--- src/rtl/arr_div_pkg.sv ---
package arr_div_pkg;

    typedef struct packed {
        logic diff;
        logic borrow;
    } sub_bit_t;

    // One-bit full subtractor: r - d - bin
    function automatic sub_bit_t full_sub(input logic r, input logic d, input logic bin);
        sub_bit_t s;
        s.diff   = r ^ d ^ bin;
        s.borrow = (~r & d) | (~(r ^ d) & bin);
        return s;
    endfunction

endpackage

--- src/rtl/arr_div_cell.sv ---
module arr_div_cell
    import arr_div_pkg::*;
(
    input  logic r_bit,
    input  logic d_bit,
    input  logic bin,
    input  logic neg,
    output logic bout,
    output logic keep_bit
);

    sub_bit_t s;

    assign s        = full_sub(r_bit, d_bit, bin);
    assign bout     = s.borrow;
    // Restore the incoming bit when the row went negative
    assign keep_bit = neg ? r_bit : s.diff;

endmodule

--- src/rtl/arr_div_row.sv ---
module arr_div_row #(
    parameter int N = 4
) (
    input  logic [N-1:0] rem_in,
    input  logic         a_bit,
    input  logic [N-1:0] divisor,
    output logic [N-1:0] rem_out,
    output logic         q_bit
);

    localparam int PW = N + 1;

    logic [PW-1:0] pr;
    logic [PW-1:0] bc;
    logic          neg;

    // Shifted partial remainder with the next dividend bit inserted
    assign pr    = {rem_in, a_bit};
    assign bc[0] = 1'b0;

    for (genvar k = 0; k < N; k++) begin : g_cell
        arr_div_cell u_cell (
            .r_bit    (pr[k]),
            .d_bit    (divisor[k]),
            .bin      (bc[k]),
            .neg      (neg),
            .bout     (bc[k+1]),
            .keep_bit (rem_out[k])
        );
    end

    // Leftmost position: divisor bit is zero, only the borrow matters
    assign neg   = ~pr[PW-1] & bc[N];
    assign q_bit = ~neg;

endmodule

--- src/rtl/arr_divider.sv ---
module arr_divider #(
    parameter int N = 4
) (
    input  logic [N-1:0] dvd,
    input  logic [N-1:0] dvs,
    output logic [N-1:0] quo,
    output logic [N-1:0] rem
);

    localparam int ROWS = N;

    logic [N-1:0] prem [ROWS+1];

    assign prem[ROWS] = '0;

    // Row ROWS-1 handles the dividend MSB first
    for (genvar i = ROWS - 1; i >= 0; i--) begin : g_row
        arr_div_row #(.N(N)) u_row (
            .rem_in  (prem[i+1]),
            .a_bit   (dvd[i]),
            .divisor (dvs),
            .rem_out (prem[i]),
            .q_bit   (quo[i])
        );
    end

    assign rem = prem[0];

endmodule

--- config.mk ---
export PLATFORM = sky130hd
export DESIGN_NAME = arr_divider
export DESIGN_NICKNAME = d
export VERILOG_FILES = /design/src/rtl/arr_div_pkg.sv /design/src/rtl/arr_div_cell.sv /design/src/rtl/arr_div_row.sv /design/src/rtl/arr_divider.sv
export SDC_FILE = /design/constraint.sdc
export NUM_CORES = 1
export LEC_CHECK = 0
export BUFFER_PORTS_ARGS = -buffer_cell sky130_fd_sc_hd__buf_2
export CORE_MARGIN = 5
export CORE_UTILIZATION = 45
export DETAILED_ROUTE_END_ITERATION = 10
export PLACE_DENSITY = 0.69
export SYNTH_ARGS = -nofsm -noshare
export SYNTH_HDL_FRONTEND = slang
export SYNTH_SLANG_ARGS = --single-unit
--- constraint.sdc ---
create_clock -name vclk -period 12.71
set_clock_uncertainty 0.2 [all_clocks]
set_input_delay 0.6355 -clock vclk [all_inputs]
set_output_delay 0.6355 -clock vclk [all_outputs]
set_load 0.03 [all_outputs]
==> metrics <==
status complete, no violations; Final ANT Viol Nets 0; first-pass GRT wire length 1970 um; slowest CP cell fa_1; register area 0 sq um; CP dominant cell by count fa_1; setup TNS 0 ns; Cells after Synth 75; Post-CTS Setup Repair Bufs 0; share of cells above drive strength 1 31.3%; Mapped Nets 99; I/O Buffers 16; drc violations 0; Layout Area Growth over Synthesis 5.83%; worst-path maximum fanout 8; cell taking the most area after synthesis fa_1; Worst Hold Class input pin to primary output; maximum vdd drop 0.0431 mV; row count 13; Worst Path Required 11.87 ns; hold slack 1.45 ns; Initial DRT Pass Iterations 2; wire per inst 11.5 um; Seq Cell Count 0; Leak Pwr 0.376 nW; Fin. Hold Viols 0; Tcrit/Tclk final 62.1%; Crit. End Element primary output; fillers 133; Post-CTS Resized 0; Commonest cells post-synth inv_1 (18), fa_1 (9), buf_4 (8), ha_1 (7), a21oi_1 (5); Placer Congestion 0.758; Hold Path Depth 4; Cell Area, Synth 666 sq um; CP peak stage delay 0.43 ns; Ports 16; via-per-instance ratio 5.12; count leader, synth inv_1; Die Y-Extent 48.5 um; Die Area 0.00235 sq mm; slew margin rel. 76.2%; post-synth cell types 25; DIE WIDTH 48.5 um; nets 109; synth top area cells fa_1 (27%), ha_1 (13%), inv_1 (10%), buf_4 (9.0%), a21oi_1 (3.8%); initial antenna violation count 0; metal2 WL 583 um; Iter 0 DRT Violations 7; via count 502; WL final 1130 um; Mapped Avg Cell Area 8.88 sq um; Post-DP HPWL 1070 um; Cell Pwr Density 104 mW/mm^2; Max Cap Viol 0; WL met3 51 um; Synth top area share 27.1%; yosys warns 0; core area 0.00135 sq mm; Achievable Freq 127 MHz; Worst Setup Path Type input pin to primary output; Max Used Layer met3; Hold Buf Count CTS 0; post-layout minimum cycle time 7.89 ns; largest net degree at the start of global routing 9; Routed met1 length 495 um; grt ovf 0; critical path arrival 7.05 ns; crit path launch type input pin; Ant. Diodes 0; worst-margin pin slew 0.347 ns; # setup viols final 0; starting density of the core 49.3%; # clk buffers 0; All-Layer GR Usage 9.58%; vias in the first global route 463; fin. max-slew vios 0; unrepaired setup endpoints after global routing false; sequential element share of the synthesized area 0%
worst paths after layout:
kind	endpoint	start	slack, ns
worst max-delay path	rem[3]	dvd[3]	4.82
worst min-delay path	rem[0]	dvd[0]	1.45
layer usage:
metal  vias up  global-route usage (%)
met5         -                       0
met4         0                       0
met3         0                   0.917
met2         9                    17.4
met1       234                    12.9
li1        259                       -
power by group:
group          internal [mW]  switching, mW
combinational         0.0278         0.0457
sequential                 0              0
clock                      0              0
metrics by stage:
stage	utilization (%)	cell area (sq um)	total power, mW	setup slack (ns)	instances
floorplan	-	666	0.0697	5.44	75
global placement	52.2	704	0.0730	4.88	98
detailed placement	52.2	704	0.0742	4.78	98
CTS	52.2	704	0.0743	4.77	98
global route	52.2	704	0.0798	4.36	98
finish	52.2	704	0.0735	4.82	98
cells in the final DEF, fill, tap and decap left out, drive strengths merged:
master / n
fa: 9
a211o: 1
mux2i: 3
nor2b: 1
nor2: 4
nand2b: 1
buf: 16
a221oi: 2
a211oi: 1
and2: 2
ha: 7
o221a: 1
inv: 20
and4b: 1
nand2: 1
a21oi: 5
a21boi: 1
o2111a: 1
and3b: 1
nor3: 2
a221o: 1
o21ai: 2
cells by family (layout without fill, tap and decap cells):
kind of cell    Yosys count  in the layout  synth area share, %
compound gates           15             15                 21.4
fa+ha+maj                16             16                 40.2
buf+inv                  28             36                 20.3
mux                       3              3                 6.39
simple gates             13             13                 11.7
critical path: cells and delay by family:
kind,cells,cell delay (ns)
AO/OA/AOI/OAI,5,0.90
adder cells (fa/ha/maj),13,3.76
buffers and inverters,10,0.84
multiplexers,2,0.46
AND/OR/NAND/NOR,2,0.44
final cells by class:
type                       instances  area (sq um)  share of cell area (%)
multi-input combinational         47           531                    75.3
inverter                          20          75.1                    10.7
timing repair buffer              16          80.1                    11.4
tap                               15          18.8                    2.66
Power figures use the tool's default switching activity.
